===== src/rtl/spare_split_pkg.sv =====
package spare_split_pkg;

  // Geometry codes: page bytes / spare bytes.
  typedef enum logic [1:0] {
    GEOM_P512_S16  = 2'd0,
    GEOM_P2K_S64   = 2'd1,
    GEOM_P4K_S128  = 2'd2,
    GEOM_P4K_S218  = 2'd3
  } geom_e;

  typedef enum logic {
    SPL_IDLE = 1'b0,
    SPL_RUN  = 1'b1
  } spl_state_e;

endpackage


===== src/rtl/spare_unit_lut.sv =====
module spare_unit_lut
  import spare_split_pkg::*;
#(
  parameter int OFF_W = 8
) (
  input  geom_e            geom,
  output logic [OFF_W-1:0] unit
);

  logic [OFF_W-1:0] spare_bytes;
  logic [1:0]       sect_log2;   // log2 of 512-byte sectors per page

  always_comb begin
    case (geom)
      GEOM_P512_S16: begin spare_bytes = OFF_W'(16);  sect_log2 = 2'd0; end
      GEOM_P2K_S64:  begin spare_bytes = OFF_W'(64);  sect_log2 = 2'd2; end
      GEOM_P4K_S128: begin spare_bytes = OFF_W'(128); sect_log2 = 2'd3; end
      default:       begin spare_bytes = OFF_W'(218); sect_log2 = 2'd3; end
    endcase
  end

  // Share per buffer: spare / sectors, forced even.
  assign unit = (spare_bytes >> sect_log2) & {{(OFF_W-1){1'b1}}, 1'b0};

endmodule


===== src/rtl/spare_chunk_calc.sv =====
module spare_chunk_calc #(
  parameter int OFF_W   = 8,
  parameter int NUM_BUF = 8,
  parameter int IDX_W   = 3,
  parameter int ADDR_W  = 13,
  parameter int BASE    = 'h1000,
  parameter int STRIDE  = 'h40
) (
  input  logic [OFF_W-1:0]  cur_off,
  input  logic [OFF_W-1:0]  remain,
  input  logic [OFF_W-1:0]  unit,
  output logic [IDX_W-1:0]  idx,
  output logic [OFF_W-1:0]  inner,
  output logic [OFF_W-1:0]  clen,
  output logic [ADDR_W-1:0] addr
);

  localparam int PW = OFF_W + IDX_W;
  localparam logic [IDX_W-1:0] LAST = IDX_W'(NUM_BUF - 1);

  // One threshold comparator per buffer boundary replaces a divider.
  logic [NUM_BUF-1:1] past_edge;

  genvar k;
  generate
    for (k = 1; k < NUM_BUF; k++) begin : g_edge
      assign past_edge[k] = PW'(cur_off) >= (PW'(k) * PW'(unit));
    end
  endgenerate

  always_comb begin
    idx = '0;
    for (int j = 1; j < NUM_BUF; j++) begin
      if (past_edge[j]) idx = idx + 1'b1;
    end
  end

  logic [PW-1:0]    buf_start;
  logic [OFF_W-1:0] room;

  assign buf_start = PW'(idx) * PW'(unit);
  assign inner     = OFF_W'(PW'(cur_off) - buf_start);
  assign room      = unit - inner;

  always_comb begin
    if (idx == LAST)        clen = remain;
    else if (room < remain) clen = room;
    else                    clen = remain;
  end

  assign addr = ADDR_W'(BASE) + ADDR_W'(idx) * ADDR_W'(STRIDE) + ADDR_W'(inner);

endmodule


===== src/rtl/spare_splitter.sv =====
module spare_splitter
  import spare_split_pkg::*;
#(
  parameter int OFF_W   = 8,
  parameter int NUM_BUF = 8,
  parameter int ADDR_W  = 13,
  parameter int BASE    = 'h1000,
  parameter int STRIDE  = 'h40,
  localparam int IDX_W  = $clog2(NUM_BUF)
) (
  input  logic              clk,
  input  logic              rst_n,
  input  logic              req_valid,
  output logic              req_ready,
  input  logic [1:0]        req_cfg,
  input  logic [OFF_W-1:0]  req_offset,
  input  logic [OFF_W-1:0]  req_len,
  output logic              desc_valid,
  input  logic              desc_ready,
  output logic [IDX_W-1:0]  desc_buf,
  output logic [OFF_W-1:0]  desc_inner,
  output logic [OFF_W-1:0]  desc_len,
  output logic [ADDR_W-1:0] desc_addr,
  output logic              done
);

  spl_state_e       state_q;
  geom_e            geom_q;
  logic [OFF_W-1:0] off_q;
  logic [OFF_W-1:0] rem_q;
  logic             done_q;
  logic [OFF_W-1:0] unit;
  logic [OFF_W-1:0] clen;

  spare_unit_lut #(.OFF_W(OFF_W)) u_lut (
    .geom (geom_q),
    .unit (unit)
  );

  spare_chunk_calc #(
    .OFF_W(OFF_W), .NUM_BUF(NUM_BUF), .IDX_W(IDX_W),
    .ADDR_W(ADDR_W), .BASE(BASE), .STRIDE(STRIDE)
  ) u_calc (
    .cur_off (off_q),
    .remain  (rem_q),
    .unit    (unit),
    .idx     (desc_buf),
    .inner   (desc_inner),
    .clen    (clen),
    .addr    (desc_addr)
  );

  logic take_req, take_desc;
  assign req_ready  = (state_q == SPL_IDLE);
  assign desc_valid = (state_q == SPL_RUN);
  assign take_req   = req_valid & req_ready;
  assign take_desc  = desc_valid & desc_ready;
  assign desc_len   = clen;
  assign done       = done_q;

  always_ff @(posedge clk or negedge rst_n) begin
    if (!rst_n) begin
      state_q <= SPL_IDLE;
      geom_q  <= GEOM_P512_S16;
      off_q   <= '0;
      rem_q   <= '0;
      done_q  <= 1'b0;
    end else begin
      done_q <= 1'b0;
      if (take_req) begin
        geom_q <= geom_e'(req_cfg);
        off_q  <= req_offset;
        rem_q  <= req_len;
        if (req_len == '0) done_q  <= 1'b1;
        else               state_q <= SPL_RUN;
      end else if (take_desc) begin
        off_q <= off_q + clen;
        rem_q <= rem_q - clen;
        if (rem_q == clen) begin
          state_q <= SPL_IDLE;
          done_q  <= 1'b1;
        end
      end
    end
  end

endmodule


===== config.mk =====
export PLATFORM = sky130hd
export DESIGN_NAME = spare_splitter
export DESIGN_NICKNAME = d
export VERILOG_FILES = /design/src/rtl/spare_split_pkg.sv /design/src/rtl/spare_unit_lut.sv /design/src/rtl/spare_chunk_calc.sv /design/src/rtl/spare_splitter.sv
export SDC_FILE = /design/constraint.sdc
export NUM_CORES = 1
export LEC_CHECK = 0
export BUFFER_PORTS_ARGS = -buffer_cell sky130_fd_sc_hd__buf_2
export CORE_ASPECT_RATIO = 1.2
export CORE_UTILIZATION = 45
export CTS_BUF_LIST = sky130_fd_sc_hd__clkbuf_16
export CTS_CLUSTER_SIZE = 24
export DETAILED_ROUTE_END_ITERATION = 12
export GPL_TIMING_DRIVEN = 1
export SYNTH_ARGS = -nofsm -noshare
export SYNTH_HDL_FRONTEND = slang
export SYNTH_SLANG_ARGS = --single-unit

===== constraint.sdc =====
create_clock -name clk -period 15.6 [get_ports clk]
set_clock_uncertainty 0.2 [all_clocks]
set_input_delay 0.78 -clock clk [delete_from_list [all_inputs] [get_ports clk]]
set_output_delay 0.78 -clock clk [all_outputs]
set_load 0.02 [all_outputs]

; ---- Yosys cells after proc, flatten, opt, wreduce, memory -nomap -nowiden
; Index checks and enable logic that the tools add are counted.
[word_totals]
regBits = 20
latchBits = 0
ram_bits = 0
romBits = 0
in_bits = 22
output_inout_bits = 35
wordCells = 67
n_memories = 0
[op_classes]
add_sub_neg = 12
multipliers = 5
div_mod_pow = 0
n_lt_le_gt_ge = 8
eq_ne = 5
n_shift = 1
mux = 23
n_bitwise = 3
reduce_logical = 5
[op_table]
columns = cell, n
row1 = 8-bit two-way mux, 6
row2 = 8-bit by 11-bit >= comparator with 1-bit output, 3
row3 = 8-bit one-hot mux with 3 select lines, 1
row4 = 8-bit subtractor, 3
row5 = 8-bit by 10-bit >= comparator with 1-bit output, 2
row6 = "3-bit by 7-bit multiplier with 10-bit output, first input constant", 2
row7 = "2-bit by 7-bit multiplier with 9-bit output, first input constant", 2
row8 = 3-bit two-way mux, 6
row9 = "3-bit by 1-bit adder with 3-bit output, second input constant", 5
row10 = 13-bit by 8-bit adder with 13-bit output, 1
row11 = "13-bit by 9-bit adder with 13-bit output, first input constant", 1
row12 = 8-bit by 9-bit >= comparator with 1-bit output, 1
row13 = 1-bit two-way mux, 9
row14 = 8-bit adder, 1
row15 = 8-bit equality test, 1
row16 = 8-bit >= comparator, 1
row17 = 8-bit zero test, 1
row18 = 8-bit less-than comparator, 1
row19 = 8-bit by 2-bit >> shifter with 8-bit output, 1
row20 = 3-bit by 7-bit multiplier with 7-bit output, 1
row21 = 2-bit one-hot mux with 2 select lines, 1
row22 = 2-bit nonzero test, 2
row23 = "3-bit equality test, second input constant", 1
row24 = 3-bit AND reduction, 1
row25 = 7 further kinds, 8

; ---- Longest topological paths before layout
; Gate-level depths: netlist (run 1).
[logic_depth]
depth_word = 27
depth_mapped = 60
depth_no_buf = 57

; ---- Cells and area by module
; A second synthesis (run 1) with hierarchy kept.
[unflattened]
cells_unflattened = 678
hier_area_um2 = 5684.2
[modules_own_cells]
columns = module, n_inst, cells_each, area_per_inst_um2, seq_area_each_um2
row1 = spare_chunk_calc, 1, 501, 4112.7, 0.0
row2 = spare_splitter, 1, 167, 1505.2, 500.5
row3 = spare_unit_lut, 1, 10, 66.3, 0.0

; ---- Worst setup path before layout (run 1)
; Ideal clock, no wire load.
[synth_timing]
kind = flip-flop to flip-flop
from = register geom_q[0]
to = register off_q[7]
setup_time_ns = 0.126
arrival_time_ns = 11.120
required_time_ns = 15.274
setup_slack_ns = 4.154
path_stages_with_launch = 56
path_buffers = 3
synth_period_minus_slack_ns = 11.446
path_cell_list = dfrtp_1 > and2_1 > ha_1 > o21a_1 > o21ai_0 > a21oi_1 > a2111oi_0 > ha_1 > xor2_2 > ha_1 > nand2_1 > nand2_1 > ha_1 > inv_1 > mux2i_1 > a21o_1 > ha_1 > nand2b_1 > [... 20 more ...] > ha_1 > a21oi_1 > o21ai_0 > a21oi_4 > buf_2 > buf_2 > buf_2 > o21ai_0 > ha_1 > a21o_1 > a21o_1 > a21o_1 > a21oi_1 > o21bai_1 > a21oi_1 > xnor2_1 > o21bai_1 > a221o_1
[synth_between]
elab_chain_cells = 26
elab_cells_between_ends = 40
classes_between = 9 x add/sub / 5 x mul / 8 x order compare / 3 x eq/ne / 1 x shift / 13 x mux / 1 x reduce/logical
[synth_rtl]
columns = element, line
row1 = from (decl), spare_splitter.sv:28  ; geom_e geom_q;
row2 = from (signal assigned), spare_splitter.sv:71  ; geom_q <= geom_e'(req_cfg);
row3 = 2-bit equality test (tied with other cells), spare_unit_lut.sv:14  ; case (geom)
row4 = 8-bit one-hot mux with 3 select lines or 2-bit one-hot mux with 2 select lines (tied branches), spare_unit_lut.sv:14
row5 = 8-bit by 2-bit >> shifter with 8-bit output (*), spare_unit_lut.sv:23  ; assign unit = (spare_bytes >> sect_log2) & {{(OFF_W-1){1'b1}}, 1'b0};
row6 = branches (longest 13 deep; another with 8-bit by 10-bit >= comparator with 1-bit output), --
row7 = 3-bit two-way mux (*), spare_chunk_calc.sv:34  ; if (past_edge[j]) idx = idx + 1'b1;
row8 = net desc_buf[2], spare_splitter.sv:20  ; output logic [IDX_W-1:0] desc_buf,
row9 = 3-bit by 7-bit multiplier with 7-bit output, spare_chunk_calc.sv:41  ; assign buf_start = PW'(idx) * PW'(unit);
row10 = 8-bit subtractor, spare_chunk_calc.sv:42  ; assign inner = OFF_W'(PW'(cur_off) - buf_start);
row11 = 8-bit subtractor, spare_chunk_calc.sv:43  ; assign room = unit - inner;
row12 = 8-bit less-than comparator, spare_chunk_calc.sv:47  ; else if (room < remain) clen = room;
row13 = 8-bit two-way mux, spare_chunk_calc.sv:47
row14 = 8-bit two-way mux (*), spare_chunk_calc.sv:46  ; if (idx == LAST) clen = remain;
row15 = net desc_len[0], spare_splitter.sv:22  ; output logic [OFF_W-1:0] desc_len,
row16 = 8-bit adder (*), spare_splitter.sv:77  ; off_q <= off_q + clen;
row17 = 8-bit two-way mux (*), spare_splitter.sv:76  ; end else if (take_desc) begin
row18 = 8-bit two-way mux (*), spare_splitter.sv:70  ; if (take_req) begin
row19 = to (signal assigned), spare_splitter.sv:72  ; off_q <= req_offset;
row20 = to (signal assigned), spare_splitter.sv:77
row21 = to (decl), spare_splitter.sv:29  ; logic [OFF_W-1:0] off_q;
; Mark *: on every way through the listed nets, which the timed path passes. The select of a mux whose other input is x is not followed.
; A chain may end at the register's enable or synchronous reset.

; ---- Worst setup path in the final report (run 1)
[layout_timing]
from = register geom_q[0]
to = register off_q[7]
[layout_between]
elab_chain_cells = 26
elab_cells_between_ends = 40
classes_between = 9 x add/sub / 5 x mul / 8 x order compare / 3 x eq/ne / 1 x shift / 13 x mux / 1 x reduce/logical
[layout_rtl]
columns = element, line
row1 = 2-bit equality test (tied with other cells), spare_unit_lut.sv:14
row2 = 8-bit one-hot mux with 3 select lines or 2-bit one-hot mux with 2 select lines (tied branches), spare_unit_lut.sv:14
row3 = 8-bit by 2-bit >> shifter with 8-bit output (*), spare_unit_lut.sv:23
row4 = branches (longest 19 deep; another with 8-bit by 10-bit >= comparator with 1-bit output), --
row5 = 8-bit two-way mux (*), spare_chunk_calc.sv:46
row6 = 8-bit adder (*), spare_splitter.sv:77
row7 = 8-bit two-way mux (*), spare_splitter.sv:76
row8 = 8-bit two-way mux (*), spare_splitter.sv:70
; Mark *: on every way between the ends. The select of a mux whose other input is x is not followed.

==> results.tsv, run 1 <==
stage	metric	value	unit
worst_setup_path	WS Path Type	flop to flop	
global_route	vias in the first global route	3696	
worst_setup_path	Critical Path RT	15.54	ns
clock_tree	clk slew on worst S/H paths	0.06	ns
clock_tree	CTS tree	done	
sta	fin. max-slew vios	0	
worst_hold_path	hold crit path type	input port to async pin	
clock_tree	Num CTS Buffers	3	
global_route	initial antenna violation count	0	
global_route	GRT Total Usage	23.3	%
clock_tree	CTS root buf	clkbuf_16	
drt	drt total wl	10800	um
worst_setup_path	Arr. time, crit path	12.03	ns
yosys	FFs w/ async S/R, synth	100	%
global_route	GRT Max-Usage Layer	met2	
status	outcome	finished clean	
global_route	met1 Resource Use GR	23.7	%
worst_setup_path	R2R depth	52	
die	Rows	38	
yosys	post-synthesis sequential area ratio	11.9	%
sta	Final period util	77.5	%
worst_setup_path	Worst Setup Start Kind	flop	
layout	Area Overhead vs Synth	13.1	%
global_route	GR Overflow Total	0	
worst_setup_path	CP max FO	33	
worst_setup_path	critical path endpoint category	flop	
sta	Fin Setup TNS	0	ns
sta	Tightest Pin Transition	0.979	ns
worst_setup_path	stages on the worst setup path	52	
drt	drt via density	5.31	
die	die width	90.2	um
clock_tree	CTS H-tree lvls	1	
drt	routed wire length per instance	15.7	um
worst_setup_path	CP max stage cell	a21oi_4	
die	I/O Pins	57	
drt	DR vias	3662	
sta	final setup fails	0	
die	Die Span Y	108	um
sta	Fmax	82.7	MHz
layout	ant diodes	0	
worst_setup_path	Worst Path Buf+Inv	8	
yosys	Post-Syn Area	4210	sq um
worst_setup_path	Critical Path Start	geom_q[0]$_DFFE_PN0P_	
sta	Fin. Hold Viols	0	
global_route	met2 Resource Use GR	48.1	%
sta	min Tclk post-route	12.09	ns
yosys	post-synth cell types	74	
clock_tree	Clock Tree Buf Depth	2	
drt	Pre-Repair DR Iteration Count	4	
clock_tree	Post-CTS Setup Inserts	0	
layout	nets@finish	683	
clock_tree	TritonCTS Sinks	20	
clock_tree	Post-CTS Hold Fix Bufs	0	
drt	drt drc	0	
yosys	synthesized area per cell	8.55	sq um
worst_setup_path	CP peak stage delay	0.65	ns
die	Initial Util	46.3	%
worst_setup_path	CP dominant cell by count	ha_1	
clock_tree	clk_lat worst skew	0.25	ns
worst_setup_path	r2r startpoint	geom_q[0]$_DFFE_PN0P_	
yosys	number of synthesized flops with an enable pin	0	
die	CORE AREA	9080	sq um
global_route	pin count of the biggest net entering global routing	34	
placed_design	IO Port Bufs	53	
sta	RSZ-0062 raised after global routing	false	
yosys	dominant synthesized flop cell	dfrtp_1	
yosys	synth warn	0	
worst_setup_path	critical path's top delay family	adder cells	
sta	normalized max-slew margin	34.4	%
layout	share of layout cells above drive strength 1	15.8	%
drt	Antenna Nets Post-Route	0	
global_route	first-pass GRT wire length	17900	um
flow_run	total of max-cap violations	0	
yosys	flop and latch count out of synthesis	20	
placed_design	Placer Congestion	0.885	
placed_design	Final HPWL DP	9160	um
global_route	M3 GR Usage	1.20	%
clock_tree	CTS resizes	0	
drt	Detailed Route Iter0 Violations	105	
yosys	Post-Syn Instances	492	
die	DIE AREA	9740	sq um
metrics by stage:
| step | hold WS (ns) | utilization, % | instances | setup slack [ns] | area, sq um |
|---|---|---|---|---|---|
| finish | 0.272 | 52.4 | 689 | 3.51 | 4760 |
| global route | 0.309 | 52.4 | 689 | 2.44 | 4760 |
| CTS | 0.289 | 52.4 | 689 | 3.42 | 4760 |
| detailed placement | 0.339 | 51.2 | 685 | 3.48 | 4650 |
| global placement | 0.327 | 51.2 | 685 | 3.74 | 4650 |
| floorplan | 0.284 | - | 532 | 4.15 | 4360 |
synthesized netlist by cell type, drive strengths merged (11+ instances only):
cell type  instances  area share [%]
nand2             31             2.8
xor2              11             2.5
buf               15             2.5
inv               61             5.6
o21ai             30             3.6
fa                11             5.2
a21oi             35             5.0
xnor2             28             6.0
nor2              25             2.2
a21o              21             3.7
ha                80              24
dfrtp             20              12
path summary, 6_finish.rpt:
check / to / slack, ns
max: off_q[7]$_DFFE_PN0P_ / 3.51
min: rem_q[6]$_DFFE_PN0P_ / 0.27
max reg2reg: off_q[7]$_DFFE_PN0P_ / 3.51
min reg2reg: geom_q[1]$_DFFE_PN0P_ / 0.34
max in group asynchronous: off_q[4]$_DFFE_PN0P_ / 14.60
min in group clk: geom_q[1]$_DFFE_PN0P_ / 0.34
cell type report:
class                           instances  area (sq um)
Multi-Input combinational cell        430          3490
Clock inverter                          1          30.0
Sequential cell                        20           500
Tap cell                              120           150
Fill cell                             934          4320
Clock buffer                            3          75.1
Timing Repair Buffer                   54           273
Inverter                               61           236
state kept, by name, summed over array words and instances, names as in the netlist:
register / flops
off_q: 8
desc_valid: 1
done: 1
geom_q: 2
rem_q: 8
per-layer routing:
| metal | up-vias | wire length (um) |
|---|---|---|
| met5 | - | 0 |
| met4 | 0 | 435 |
| met3 | 27 | 211 |
| met2 | 66 | 5920 |
| met1 | 1715 | 4240 |
| li1 | 1854 | - |
cell usage in the layout, fill, tap and decap left out, types with 3 or more instances in the layout:
| master | synthesis | routed |
|---|---|---|
| buf_2 | 4 | 53 |
| ha_1 | 80 | 80 |
| a21o_1 | 21 | 21 |
| conb_1 | 2 | 42 |
| o31ai_1 | 3 | 3 |
| nor2_1 | 25 | 25 |
| o21ai_1 | 4 | 4 |
| nand2_1 | 31 | 31 |
| a21oi_2 | 3 | 3 |
| nand4_1 | 5 | 5 |
| a221o_1 | 4 | 4 |
| a31oi_1 | 3 | 3 |
| xor2_1 | 10 | 10 |
| o21a_1 | 3 | 3 |
| nor4_1 | 3 | 3 |
| nand2b_1 | 5 | 5 |
| inv_1 | 58 | 58 |
| mux2i_1 | 6 | 6 |
| dfrtp_1 | 20 | 20 |
| clkbuf_16 | 0 | 3 |
| a22oi_1 | 10 | 10 |
| o21ai_0 | 26 | 26 |
| o21bai_1 | 5 | 5 |
| xnor2_1 | 27 | 27 |
| and2_1 | 4 | 4 |
| or2_2 | 3 | 3 |
| nor2b_1 | 6 | 5 |
| nand3_1 | 10 | 10 |
| fa_1 | 11 | 11 |
| a21oi_1 | 30 | 30 |
cell families after synthesis:
kind of cell | Yosys count | synth area share [%]
adders and majority gates | 91 | 29.0
muxes | 9 | 2.32
and+or+nand+nor | 106 | 13.3
buffers and inverters | 82 | 8.69
AOI/OAI and AO/OA | 141 | 24.9
other | 2 | 0.179
DFF | 20 | 11.9
xor gates and xnor gates | 41 | 9.64
Power of run 1 is not shown: default switching activity piles up to over one toggle a cycle in this logic, so the estimate is an artifact.
==> inputs of run 2 (changes only) <==
--- a/config.mk
+++ b/config.mk
@@ -5,6 +5,7 @@
 export SDC_FILE = /design/constraint.sdc
 export NUM_CORES = 1
 export LEC_CHECK = 0
+export ABC_AREA = 1
 export BUFFER_PORTS_ARGS = -buffer_cell sky130_fd_sc_hd__buf_2
 export CORE_ASPECT_RATIO = 1.2
 export CORE_UTILIZATION = 45
@@ -12,6 +13,7 @@
 export CTS_CLUSTER_SIZE = 24
 export DETAILED_ROUTE_END_ITERATION = 12
 export GPL_TIMING_DRIVEN = 1
+export PLACE_DENSITY = 0.67
 export SYNTH_ARGS = -nofsm -noshare
 export SYNTH_HDL_FRONTEND = slang
 export SYNTH_SLANG_ARGS = --single-unit
==> constraint.sdc (replaced) <==
create_clock -name clk -period 9.7 [get_ports clk]
set_clock_uncertainty 0.2 [all_clocks]
set_input_delay 0.485 -clock clk [delete_from_list [all_inputs] [get_ports clk]]
set_output_delay 0.485 -clock clk [all_outputs]
set_load 0.02 [all_outputs]
==> results.tsv, run 2 <==
stage	metric	value	unit
worst_setup_path	worst reg2reg setup slack	0.18	ns
global_route	initial antenna violation count	0	
sta	normalized max-slew margin	55.0	%
worst_setup_path	CP peak stage delay	0.54	ns
clock_tree	clk_lat worst skew	0.26	ns
yosys	post-synthesis sequential area ratio	11.6	%
yosys	xor/xnor share of the synthesized area	4.26	%
status	failing checks	hold timing	
yosys	Synth Area in Simple Gates	30.2	%
drt	routed wire length per instance	13.1	um
clock_tree	Num CTS Buffers	3	
worst_setup_path	CP max stage cell	fa_1	
worst_setup_path	reg-to-reg endpoint	off_q[7]$_DFFE_PN0P_	
yosys	FFs w/ async S/R, synth	100	%
global_route	vias in the first global route	4604	
placed_design	Setup WS pre-CTS	-0.380	ns
status	outcome	finished with violations	
sta	min Tclk post-route	9.52	ns
sta	Fmax	105	MHz
global_route	pin count of the biggest net entering global routing	21	
worst_setup_path	WS Path Type	flop to flop	
sta	Tightest Pin Transition	0.674	ns
worst_setup_path	Worst Setup Start Kind	flop	
die	DIE AREA	9980	sq um
sta	Fin. Hold Viols	1	
layout	biggest regs	off_q: 8 flops, rem_q: 8 flops, geom_q: 2 flops	
yosys	complex-gate fraction of the synthesized area	13.0	%
worst_setup_path	critical path endpoint category	flop	
worst_setup_path	r2r startpoint	geom_q[0]$_DFFE_PN0P_	
worst_setup_path	Critical Path Start	geom_q[0]$_DFFE_PN0P_	
yosys	synth warn	0	
worst_hold_path	hold crit path type	input port to async pin	
global_route	GRT Total Usage	24.1	%
worst_setup_path	CP Capture Point	off_q[7]$_DFFE_PN0P_	
layout	post-layout util	62.7	%
clock_tree	CTS H-tree lvls	1	
drt	Pre-Repair DR Iteration Count	7	
yosys	post-synthesis adder-cell area fraction	28.3	%
yosys	Post-synth top cells	nand2_1 (140), inv_1 (103), ha_1 (80)	
yosys	Post-Syn Area	4310	sq um
clock_tree	CTS root buf	clkbuf_16	
placed_design	Post-DP Area	5190	sq um
yosys	synthesized area per cell	6.85	sq um
placed_design	IO Port Bufs	53	
layout	share of layout cells above drive strength 1	30.5	%
drt	Detailed Route Iter0 Violations	125	
placed_design	Placer Congestion	0.880	
yosys	most common cell in the netlist	nand2_1	
yosys	post-synth cell types	49	
layout	ant diodes	0	
worst_setup_path	R2R depth	67	
yosys	main area contributors after synthesis	ha_1 (23%), nand2_1 (12%), dfrtp_1 (12%)	
layout	post-route design area	5750	sq um
layout	Area Overhead vs Synth	33.4	%
yosys	Post-Syn Instances	630	
sta	hold slack	-0.000252	ns
die	I/O Pins	57	
layout	most frequent cells in the layout	nand2_1 (127), inv_1 (92), ha_1 (66)	
worst_setup_path	CP max FO	5	
drt	DR vias	4521	
clock_tree	CTS tree	done	
clock_tree	TritonCTS Sinks	20	
worst_setup_path	Arr. time, crit path	9.45	ns
drt	drt drc	0	
yosys	main combinational cell family by area after synthesis	simple AND/OR/NAND/NOR gates	
worst_setup_path	Critical Path RT	9.63	ns
yosys	number of synthesized flops with an enable pin	0	
layout	nets@finish	892	
global_route	GR Overflow Total	0	
die	CORE AREA	9180	sq um
drt	Antenna Nets Post-Route	0	
flow_run	total of max-cap violations	0	
layout	most common cell after layout, fill and taps aside	nand2_1	
worst_setup_path	CP dominant cell by count	ha_4	
die	Initial Util	47.0	%
die	die width	91.4	um
yosys	multiplexer share of the synthesized area	0	%
yosys	share of the synthesized area in the top cell type	23.2	%
yosys	area leader, netlist	ha_1	
yosys	flop and latch count out of synthesis	20	
sta	Final period util	98.2	%
drt	drt via density	5.03	
sta	final setup fails	0	
global_route	first-pass GRT wire length	19600	um
yosys	dominant synthesized flop cell	dfrtp_1	
clock_tree	Clock Tree Buf Depth	2	
clock_tree	clk slew on worst S/H paths	0.06	ns
placed_design	Final HPWL DP	9330	um
die	Die Span Y	109	um
die	Rows	38	
sta	fin. max-slew vios	0	
sta	final worst slack	0.176	ns
drt	drt total wl	11700	um
sta	RSZ-0062 raised after global routing	true	
## run 2: critical path: cells and delay by family, from the launching register on
kind,cells,cell delay (ns)
simple gates,30,2.53
buf+inv,10,0.61
compound gates,11,1.38
xor+xnor,4,0.66
fa+ha+maj,12,3.60
flops,1,0.41
## run 2: cells by family after synthesis
| kind of cell | Yosys count |
|---|---|
| other | 2 |
| and+or+nand+nor | 272 |
| xor gates and xnor gates | 21 |
| buffers and inverters | 129 |
| AOI/OAI and AO/OA | 95 |
| DFF | 20 |
| adders and majority gates | 91 |
## run 2: cell type report
| class | count | area, sq um |
|---|---|---|
| sequential | 20 | 502 |
| fill | 802 | 3420 |
| tap | 120 | 150 |
| multi-input combinational | 521 | 3820 |
| timing repair buffer | 119 | 772 |
| clock inverter | 1 | 3.75 |
| clock buffer | 3 | 75.1 |
| inverter | 114 | 433 |
## run 2: how the worst min path moves through the flow
stage	start	endpoint	slack [ns]	cells after the start
floorplan	rst_n	desc_valid$_DFFE_PN0P_	-0.01	0
global placement	rst_n	rem_q[6]$_DFFE_PN0P_	0.29	1
detailed placement	rst_n	rem_q[6]$_DFFE_PN0P_	0.29	1
CTS	rst_n	rem_q[6]$_DFFE_PN0P_	0.01	1
global route	rst_n	rem_q[6]$_DFFE_PN0P_	0.04	1
finish	rst_n	rem_q[6]$_DFFE_PN0P_	-0.0003	1
## run 2: through the flow
step / TNS, ns / cells
2_1_floorplan: 0 / 670
3_3_place_gp: -0.0165 / 882
3_5_place_dp: -0.483 / 882
4_1_cts: 0 / 890
5_1_grt: -0.491 / 898
6_report: 0 / 898
## run 2: routing by layer
layer	up-vias	global-route usage (%)	share of wire, %
met5	-	0	0
met4	0	7.60	1.9
met3	19	0.907	3.2
met2	105	49.7	54
met1	2102	26.2	41
li1	2295	-	-
## run 2: what timing repair did
item,in CTS,in global routing
gates resized for setup,37,58
gates cloned,0,0
setup buffers,4,8
pin swaps,17,57
endpoints found under the setup margin,3,12
hold buffers,0,0
Power of run 2 is left out for the same reason.
